===== src/rtl/vmerge_pkg.sv =====
// Package: select-code encoding shared by the merge unit.
package vmerge_pkg;
    typedef enum logic [2:0] {
        SEL_KEEP  = 3'b000,
        SEL_NEW_A = 3'b001,
        SEL_ZERO  = 3'b010,
        SEL_NEW_B = 3'b011,
        SEL_OR    = 3'b100,
        SEL_AND   = 3'b101,
        SEL_ONES  = 3'b110,
        SEL_NEW_C = 3'b111
    } sel_code_e;
endpackage


===== src/rtl/vmerge_lane.sv =====
// Module: vmerge_lane
// Combinational merge for one element.
// Assumes: the code is already widened to 3 bits by the caller.
module vmerge_lane
    import vmerge_pkg::*;
#(
    parameter int ELEM_W = 16
) (
    input  logic [ELEM_W-1:0] old_v,
    input  logic [ELEM_W-1:0] new_v,
    input  logic [2:0]        code,
    output logic [ELEM_W-1:0] res,
    output logic              wen
);
    // Decode the select code into the lane result.
    always_comb begin
        unique case (sel_code_e'(code))
            SEL_KEEP:  res = old_v;
            SEL_ZERO:  res = '0;
            SEL_OR:    res = old_v | new_v;
            SEL_AND:   res = old_v & new_v;
            SEL_ONES:  res = '1;
            default:   res = new_v;
        endcase
    end

    // Only the keep code suppresses the write.
    always_comb wen = (code != 3'b000);
endmodule


===== src/rtl/vmerge_unit.sv =====
// Module: vmerge_unit
// Registered per-element merge of old and new vectors under select codes.
// Assumes: CODE_W is 2 or 3; in 2-bit mode the upper code bit is zero.
module vmerge_unit #(
    parameter int NUM_ELEM = 4,
    parameter int ELEM_W   = 16,
    parameter int CODE_W   = 3
) (
    input  logic                       clk,
    input  logic                       rst_n,
    input  logic                       in_valid,
    input  logic [NUM_ELEM*ELEM_W-1:0] in_old,
    input  logic [NUM_ELEM*ELEM_W-1:0] in_new,
    input  logic [NUM_ELEM*CODE_W-1:0] in_mask,
    output logic                       out_valid,
    output logic [NUM_ELEM*ELEM_W-1:0] out_data,
    output logic [NUM_ELEM-1:0]        out_wen
);
    localparam int VEC_W = NUM_ELEM * ELEM_W;

    logic [VEC_W-1:0]    lane_res;
    logic [NUM_ELEM-1:0] lane_wen;

    for (genvar g = 0; g < NUM_ELEM; g++) begin : g_lane
        logic [2:0] code3;
        if (CODE_W >= 3) begin : g_c3
            assign code3 = in_mask[g*CODE_W +: 3];
        end else begin : g_c2
            assign code3 = {1'b0, in_mask[g*CODE_W +: 2]};
        end
        vmerge_lane #(.ELEM_W(ELEM_W)) u_lane (
            .old_v (in_old[g*ELEM_W +: ELEM_W]),
            .new_v (in_new[g*ELEM_W +: ELEM_W]),
            .code  (code3),
            .res   (lane_res[g*ELEM_W +: ELEM_W]),
            .wen   (lane_wen[g])
        );
    end

    // Capture merged lanes and qualified write enables.
    always_ff @(posedge clk) begin
        if (!rst_n) begin
            out_valid <= 1'b0;
            out_wen   <= '0;
            out_data  <= '0;
        end else begin
            out_valid <= in_valid;
            out_wen   <= in_valid ? lane_wen : '0;
            if (in_valid) out_data <= lane_res;
        end
    end


    wen_needs_valid_chk: assert property (@(posedge clk) disable iff (!rst_n)
        (out_wen != '0) |-> out_valid);

    valid_follows_chk: assert property (@(posedge clk) disable iff (!rst_n)
        $past(rst_n) |-> (out_valid == $past(in_valid)));

    idle_no_wen_chk: assert property (@(posedge clk) disable iff (!rst_n)
        !in_valid |=> (out_wen == '0));

    keep_lane0_chk: assert property (@(posedge clk) disable iff (!rst_n)
        (in_valid && in_mask[CODE_W-1:0] == '0) |=> (!out_wen[0] && out_data[ELEM_W-1:0] == $past(in_old[ELEM_W-1:0])));
endmodule


===== config.mk =====
export PLATFORM = sky130hd
export DESIGN_NAME = vmerge_unit
export DESIGN_NICKNAME = d
export VERILOG_FILES = /design/src/rtl/vmerge_pkg.sv /design/src/rtl/vmerge_lane.sv /design/src/rtl/vmerge_unit.sv
export SDC_FILE = /design/constraint.sdc
export NUM_CORES = 1
export LEC_CHECK = 0
export BUFFER_PORTS_ARGS = -buffer_cell sky130_fd_sc_hd__buf_2
export CAP_MARGIN = 20
export CORE_UTILIZATION = 46
export CTS_CLUSTER_DIAMETER = 50
export CTS_CLUSTER_SIZE = 25
export DETAILED_ROUTE_END_ITERATION = 12
export PLACE_DENSITY = 0.81
export SYNTH_ARGS = -nofsm -noshare
export SYNTH_HDL_FRONTEND = slang
export SYNTH_SLANG_ARGS = --single-unit

===== constraint.sdc =====
create_clock -name clk -period 2 [get_ports clk]
set_input_delay 0.6 -clock clk [delete_from_list [all_inputs] [get_ports clk]]
set_output_delay 0.6 -clock clk [all_outputs]
set_load 0.005 [all_outputs]

Yosys cells after proc, flatten, opt, wreduce, memory -nomap -nowiden. Cells that the tools add are included.

Register bits after elaboration: 69. Input port bits: 143. Output and inout bits: 69. Word-level logic and storage cells: 40.

Eq/ne operators: 16. Multiplexer cells: 4. Bitwise gates (word level): 8. Reductions and logical operators: 9.

Operators by type and width (number): case mux 16 bit (5 select lines) (4); bitwise AND 16 bit (4); OR 16 bit (4); equality test 3 bit (second input constant) (12); equality test 3 x 2 -> 1 bit (second input constant) (4); zero test 3 bit (4); nonzero test 3 bit (4); AND reduction 2 bit (1).

Depth between registers and ports, before layout. Gate-level depths: netlist of the first run.

Depth after elaboration: 2. Mapped depth: 6. Mapped depth without buffers: 4.

Modules after synthesis. Synthesis of the first run repeated with hierarchy kept, for this count alone.

Cell total of the unflattened synthesis: 461. Area total of the unflattened synthesis: 4571.9 µm².

Modules (own cells, without submodules): vmerge_unit (times used 1, cells an instance 217, area an instance 2555.0 µm², seq. area each 1381.3 µm²); vmerge_lane (times used 4, cells an instance 61, area an instance 504.2 µm², seq. area each 0.0 µm²).

Least setup slack after synthesis of the first run. No wires, ideal clock.

Path type: input -> register. From: input in_mask[0]. To: register out_data[0]. Setup time: 0.117 ns. Arrival time: 1.458 ns. Required time: 1.883 ns. Slack: 0.425 ns. Cell stages on the path: 5. Path buffers: 2. Path through: buf_6 -> or2_1 -> buf_6 -> a21o_1 -> a32o_1.

Word-level cells in the longest chain between the ends: 2. Elaborated cells between the ends (all ways): 6. Classes of those cells: 4 x eq/ne; 1 x mux; 1 x reduce/logical.

Ends and longest elaborated chain: start, declared (line vmerge_unit.sv:14) `input logic [NUM_ELEM*CODE_W-1:0] in_mask,`; equality test 3 bit (tied with other cells) (line vmerge_lane.sv:17) `unique case (sel_code_e'(code))`; case mux 16 bit (5 select lines) (*) (line vmerge_lane.sv:17); end signal, assigned (line vmerge_unit.sv:49) `if (in_valid) out_data <= lane_res;`; end, declared (line vmerge_unit.sv:16) `output logic [NUM_ELEM*ELEM_W-1:0] out_data,`.

Every way passes the cells marked *; elsewhere a longest branch is shown, timed or not. A chain may end at the register's enable or synchronous reset.

Worst setup path in the final report of the first run.
From: input in_mask[6]. To: register out_data[32].

The elaborated chain is that of the path after synthesis.

==> results.sh, run 1 <==
export IMPL_ctsResizeCount=0
export IMPL_die_height_um=95.7
export IMPL_setup_tns_ps=0
export IMPL_drc=0
export IMPL_hold_violations=0
export IMPL_crit_fanout=19
export IMPL_cts_made_buffers=9
export IMPL_min_period_ps=1510
export IMPL_finalNonFillerCells=796
export IMPL_crit_type="in2reg"
export IMPL_maxCapViolations=0
export IMPL_globalRouteOverflowTotal=0
export IMPL_synth_warnings=0
export IMPL_slowest_stage="or2_1"
export IMPL_clk_latency_ps=330
export IMPL_cts_sinks=69
export IMPL_core_area_um2=8340
export IMPL_grt_max_degree=38
export IMPL_clk_pin_slew_ps=80
export IMPL_clk_path_buf_depth=2
export IMPL_route_vias_total=4409
export IMPL_grt_pass1_wl_um=18700
export IMPL_syn_nets=633
export IMPL_start_kind="input port"
export IMPL_cp_num_buf_inv=1
export IMPL_fillers=766
export IMPL_viasPerCell=5.54
export IMPL_drtAntennaViolNets=0
export IMPL_finalSetupViolations=0
export IMPL_slew_headroom_pct=61.9
export IMPL_fp_dieW_um=95.7
export IMPL_holdWs_ps=453
export IMPL_initial_core_util_pct=48.4
export IMPL_synth_seq_cells=69
export IMPL_leakage_nw=2.36
export IMPL_power_density_nw_per_um2=627
export IMPL_grt_util_all_layers_pct=26.2
export IMPL_synth_avg_cell_area_um2=8.24
export IMPL_cts_setup_buffers=0
export IMPL_synth_edf_count=0
export IMPL_ys_async_sr_fraction_pct=0
export IMPL_cp_top_family="compound AO/OA/AOI/OAI gates"
export IMPL_wirelength_um=12100
export IMPL_synth_top_cell_area_share_pct=34.2
export IMPL_synth_area_leaders="dfxtp_1 (34%), o21ba_2 (11%), o221ai_1 (9.3%), nor2b_1 (8.7%), nor2_1 (5.9%)"
export IMPL_nNetsFinal=828
export IMPL_endpoint_kind="flip-flop"
export IMPL_num_rows=33
export IMPL_worstPathArrival_ps=1750
export IMPL_detailedPlace_worstSlack_ps=152
export IMPL_synth_seq_area_share_pct=34.2
export IMPL_grt_setup_unrepaired="no"
export IMPL_grt_pass1_vias=4188
export IMPL_period_share_pct=75.6
export IMPL_synth_main_ff_cell="dfxtp_1"
export IMPL_path_cells="buf_2 -> or2_1 -> a21o_1 -> a32o_1"
export IMPL_dieArea_um2=9160
export IMPL_hpwl_um=9060
export IMPL_grt_antenna_before_repair=0
export IMPL_netlist_instances=490
export IMPL_cts_tree="yes"
export IMPL_synth_distinct_cells=25
export IMPL_hold_class="reg2reg"
export IMPL_area_growth_pct=30.7
export IMPL_io_buffers=211
export IMPL_ir_worst_vdd_mv=0.295
export IMPL_clk_root_buffer_cell="clkbuf_8"
export IMPL_dr_pass1_iters=4
export IMPL_cp_slowest_stage_delay_ps=470
export IMPL_wl_per_cell_um=15.1
export IMPL_gp_congestion=0.854
export IMPL_ctsHtreeMaxLevel=3
export IMPL_critical_path_required_ps=2240
export IMPL_setup_slack_ps=488
export IMPL_tightest_slew_ps=572
export IMPL_drv_slew=0
export IMPL_place_inst=779
export IMPL_drive_gt1_share_pct=41.4
export IMPL_netlist_top_cell_by_area="dfxtp_1"
export IMPL_cts_hold_buf=0
export IMPL_status="complete, no violations"
export IMPL_syn_area_um2=4040
export IMPL_ios=212
export IMPL_drt_initial_drc_count=170
export IMPL_skew_ps=0
export IMPL_fmaxAchievable_ghz=0.661
final cells by class:
| cell class | count | area (µm²) | share of cell area [%] |
|---|---|---|---|
| well taps | 105 | 131 | 2.49 |
| flip-flops and latches | 69 | 1380 | 26.2 |
| multi-input cells | 377 | 2410 | 45.6 |
| inverters | 2 | 7.51 | 0.142 |
| repair buffers | 226 | 1170 | 22.1 |
| clock buffers | 12 | 155 | 2.94 |
| clock inverters | 4 | 22.5 | 0.427 |
| diodes | 1 | 2.50 | 0.0474 |
worst paths after layout:
check,from,depth (start not counted),to,slack [ps]
min,out_data[14]$_SDFFE_PN0P_,2,out_data[14]$_SDFFE_PN0P_,450
min reg2reg,out_data[14]$_SDFFE_PN0P_,2,out_data[14]$_SDFFE_PN0P_,450
max,in_mask[6],4,out_data[32]$_SDFFE_PN0P_,490
max reg2reg,out_data[0]$_SDFFE_PN0P_,1,out_data[0]$_SDFFE_PN0P_,1370
metal layers:
metal | GRT usage (%) | vias to the layer above | share of wire (%)
met5 | 0 | - | 0
met3 | 5.82 | 34 | 6.0
met2 | 44.7 | 165 | 51
met1 | 29.7 | 2047 | 40
met4 | 15.9 | 0 | 3.8
li1 | - | 2163 | -
power breakdown:
part | total (mW) | internal, mW | switching, mW
logic | 0.740 | 0.378 | 0.362
clock network | 1.04 | 0.512 | 0.529
registers | 1.53 | 1.48 | 0.0513
total | 3.31 | 2.37 | 0.942
per-stage QoR:
stage                     total power [mW]  util [%]  instance area (µm²)
after CTS                             3.33      63.2                 5270
after detailed placement              2.30      61.1                 5100
after global routing                  3.48      63.2                 5270
after global placement                2.27      61.1                 5100
after floorplan                       1.96         -                 4040
final                                 3.31      63.3                 5280
registers in the layout, summed over array words and instances, names as in the netlist:
signal     cells
out_data      64
out_valid      1
out_wen        4
synth_stat cells, types with 12 or more instances:
master    number
buf_2         13
nor2b_1       56
o21ai_0       43
dfxtp_1       69
o21ba_2       43
nor2_1        64
a21o_1        12
nand2_1       53
o221ai_1      43
clkbuf_1      17
a32o_1        13
o21bai_1      13
cell families (layout without fill, tap and decap cells):
logic type / Yosys count / count (layout) / synth area share [%]
AND/OR/NAND/NOR: 186 / 186 / 21.8
buffers and inverters: 44 / 244 / 6.35
AO/OA/AOI/OAI: 191 / 191 / 37.6
flip-flops: 69 / 69 / 34.2
other: 0 / 1 / 0
cell usage in the layout, fill, tap and decap left out, types with 8 or more instances in the layout:
master,instances
a32o_1,13
a21o_1,12
clkbuf_8,11
nand2_1,53
o21bai_1,13
o221ai_1,43
o21ba_2,43
buf_2,211
nor2_1,64
a311oi_1,8
nor2b_1,55
o31ai_1,8
dfxtp_1,69
buf_4,15
o21ai_0,43
Note: power is estimated with default switching activity, not from simulation.
==> run 2: changes to the inputs <==
Settings changed: ABC_AREA set to 1, CORE_UTILIZATION 46 to 49, PLACE_DENSITY 0.81 to 0.82.
Clock period 2 ns to 1.4 ns, I/O delays scaled along.
==> results.sh, run 2 <==
export IMPL_status="complete, no violations"
export IMPL_fmaxAchievable_ghz=0.790
export IMPL_grt_antenna_before_repair=0
export IMPL_ctsHtreeMaxLevel=3
export IMPL_endpoint_kind="output port"
export IMPL_leakage_nw=4.02
export IMPL_initial_core_util_pct=50.9
export IMPL_synth_edf_count=0
export IMPL_io_buffers=211
export IMPL_grt_busiest_layer="met2"
export IMPL_netlist_top_cell_by_area="dfxtp_1"
export IMPL_synth_area_leaders="dfxtp_1 (28%), nand2_1 (27%), inv_1 (12%), a21oi_1 (9.7%), o21ai_0 (8.8%)"
export IMPL_die_height_um=103
export IMPL_ctsResizeCount=0
export IMPL_seqPwrFrac_pct=40.4
export IMPL_area_growth_pct=34.0
export IMPL_clk_latency_ps=330
export IMPL_drt_initial_drc_count=242
export IMPL_setup_tns_ps=0
export IMPL_critical_path_required_ps=980
export IMPL_synth_seq_cells=69
export IMPL_synth_seq_area_share_pct=27.7
export IMPL_dieArea_um2=10600
export IMPL_netlist_instances=906
export IMPL_slowest_stage="dfxtp_1"
export IMPL_clk_root_buffer_cell="clkbuf_8"
export IMPL_fp_dieW_um=103
export IMPL_cts_sinks=69
export IMPL_min_period_ps=1270
export IMPL_synth_warnings=0
export IMPL_synth_top_cell_area_share_pct=27.7
export IMPL_diodes=0
export IMPL_gp_congestion=0.938
export IMPL_crit_fanout=2
export IMPL_layout_common_cells="nand2_1 (353), buf_2 (211), inv_1 (152), a21oi_1 (97), o21ai_0 (88)"
export IMPL_cts_setup_buffers=0
export IMPL_ys_async_sr_fraction_pct=0
export IMPL_cp_slowest_stage_delay_ps=370
export IMPL_switchingPower_mw=1.68
export IMPL_tightest_slew_ps=298
export IMPL_period_share_pct=90.5
export IMPL_core_area_um2=9820
export IMPL_grt_use_met2_pct=49.1
export IMPL_grt_max_degree=45
export IMPL_start_kind="flip-flop"
export IMPL_detailedPlace_worstSlack_ps=23.9
export IMPL_cp_num_buf_inv=1
export IMPL_dr_pass1_iters=5
export IMPL_comb_power_share_pct=28.2
export IMPL_grt_pass1_vias=5300
export IMPL_globalRouteOverflowTotal=0
export IMPL_power_density_nw_per_um2=803
export IMPL_yosysMostFrequentCell="nand2_1"
export IMPL_maxCapViolations=0
export IMPL_p_int_mw=3.69
export IMPL_wirelength_um=15100
export IMPL_setup_slack_ps=133
export IMPL_path_cells="buf_2"
export IMPL_num_rows=36
export IMPL_synth_avg_cell_area_um2=5.51
export IMPL_slew_headroom_pct=80.0
export IMPL_grt_pass1_wl_um=24000
export IMPL_final_common_cell="nand2_1"
export IMPL_top_register="out_data"
export IMPL_hold_class="in2reg"
export IMPL_synth_distinct_cells=23
export IMPL_cts_tree="yes"
export IMPL_crit_type="reg2out"
export IMPL_synth_main_ff_cell="dfxtp_1"
export IMPL_drive_gt1_share_pct=26.4
export IMPL_nNetsFinal=1282
export IMPL_fin_total_pwr_mw=5.37
export IMPL_drv_slew=0
export IMPL_worstPathArrival_ps=850
export IMPL_drc=0
export IMPL_drtAntennaViolNets=0
export IMPL_cts_made_buffers=9
export IMPL_swShare_pct=31.4
export IMPL_cts_hold_buf=0
export IMPL_largest_reg_flops=64
export IMPL_viasPerCell=4.81
export IMPL_grt_util_all_layers_pct=28.4
export IMPL_wl_per_cell_um=11.8
export IMPL_syn_area_um2=4990
export IMPL_p_clk_share_pct=31.3
export IMPL_ir_worst_vdd_mv=0.422
export IMPL_syn_nets=1049
export IMPL_clk_pin_slew_ps=80
export IMPL_clk_path_buf_depth=2
export IMPL_route_vias_total=6138
export IMPL_ios=212
export IMPL_synthTopCellsByCount="nand2_1 (353), inv_1 (154), a21oi_1 (97)"
export IMPL_use_met1_pct=36.1
export IMPL_skew_ps=0
export IMPL_hpwl_um=11500
export IMPL_grt_setup_unrepaired="no"
export IMPL_fillers=971
export IMPL_grtUsageMet3_pct=4.75
export IMPL_cp_top_family="flip-flops"
export IMPL_hold_violations=0
export IMPL_finalSetupViolations=0
export IMPL_reg_top3="out_data x64, out_wen x4, out_valid x1"
==> run 2: changes by cell type after synthesis, moves of 45 or more <==
cell     before  now
nor2b_1      56    0
o21ai_0      43   88
inv_1         1  154
nand2_1      53  353
a21oi_1       4   97
nor2_1       64   18
==> run 2: final timing paths <==
check | from | endpoint | slack, ps | cells past startpoint
worst max-delay path | out_data[55]$_SDFFE_PN0P_ | out_data[55] | 130 | 1
worst min-delay path | in_mask[1] | out_wen[0]$_SDFF_PN0_ | 390 | 3
worst max register to register | out_data[2]$_SDFFE_PN0P_ | out_data[2]$_SDFFE_PN0P_ | 730 | 4
worst min register to register | out_data[21]$_SDFFE_PN0P_ | out_data[21]$_SDFFE_PN0P_ | 460 | 2
==> run 2: power by group through the flow <==
stage | sequential, mW | clock [mW] | combinational, mW
after floorplan | 2.22 | 0 | 0.817
after global placement | 2.21 | 0 | 1.48
after detailed placement | 2.21 | 0 | 1.51
after CTS | 2.17 | 1.70 | 1.51
after global routing | 2.19 | 1.80 | 1.73
final | 2.17 | 1.68 | 1.52
==> run 2: final cells by class <==
class / instances / area, µm² / area share, %
sequential: 69 / 1380 / 20.6
inverter: 159 / 597 / 8.92
clock inverter: 4 / 47.5 / 0.710
tap: 133 / 166 / 2.49
timing repair buffer: 273 / 1580 / 23.7
multi-input combinational: 627 / 2770 / 41.3
clock buffer: 11 / 151 / 2.26
==> run 2: per-layer routing <==
metal	vias to the layer above	wire, µm
met1	2656	6810
met2	203	7040
met3	18	1010
met4	0	215
li1	3261	-
met5	-	0
==> run 2: kinds of logic after synthesis <==
group                  synth area share, %
AND/OR/NAND/NOR                       31.7
AO/OA/AOI/OAI                         23.7
buffers and inverters                 17.0
flip-flops                            27.7
==> run 2: through the flow <==
stage | hold WS [ps] | util [%] | cells | instance area, µm²
after global placement | 449 | 66.1 | 1261 | 6490
after floorplan | 460 | - | 906 | 4990
after detailed placement | 454 | 66.1 | 1261 | 6490
after global routing | 394 | 68.2 | 1276 | 6690
final | 392 | 68.2 | 1276 | 6690
after CTS | 377 | 68.2 | 1276 | 6690
==> run 2: worst reg2reg max path: cells and delay by family (launching register included) <==
kind | cells | cell delay (ps)
flip-flops | 1 | 340
AND/OR/NAND/NOR | 3 | 190
buffers and inverters | 1 | 40
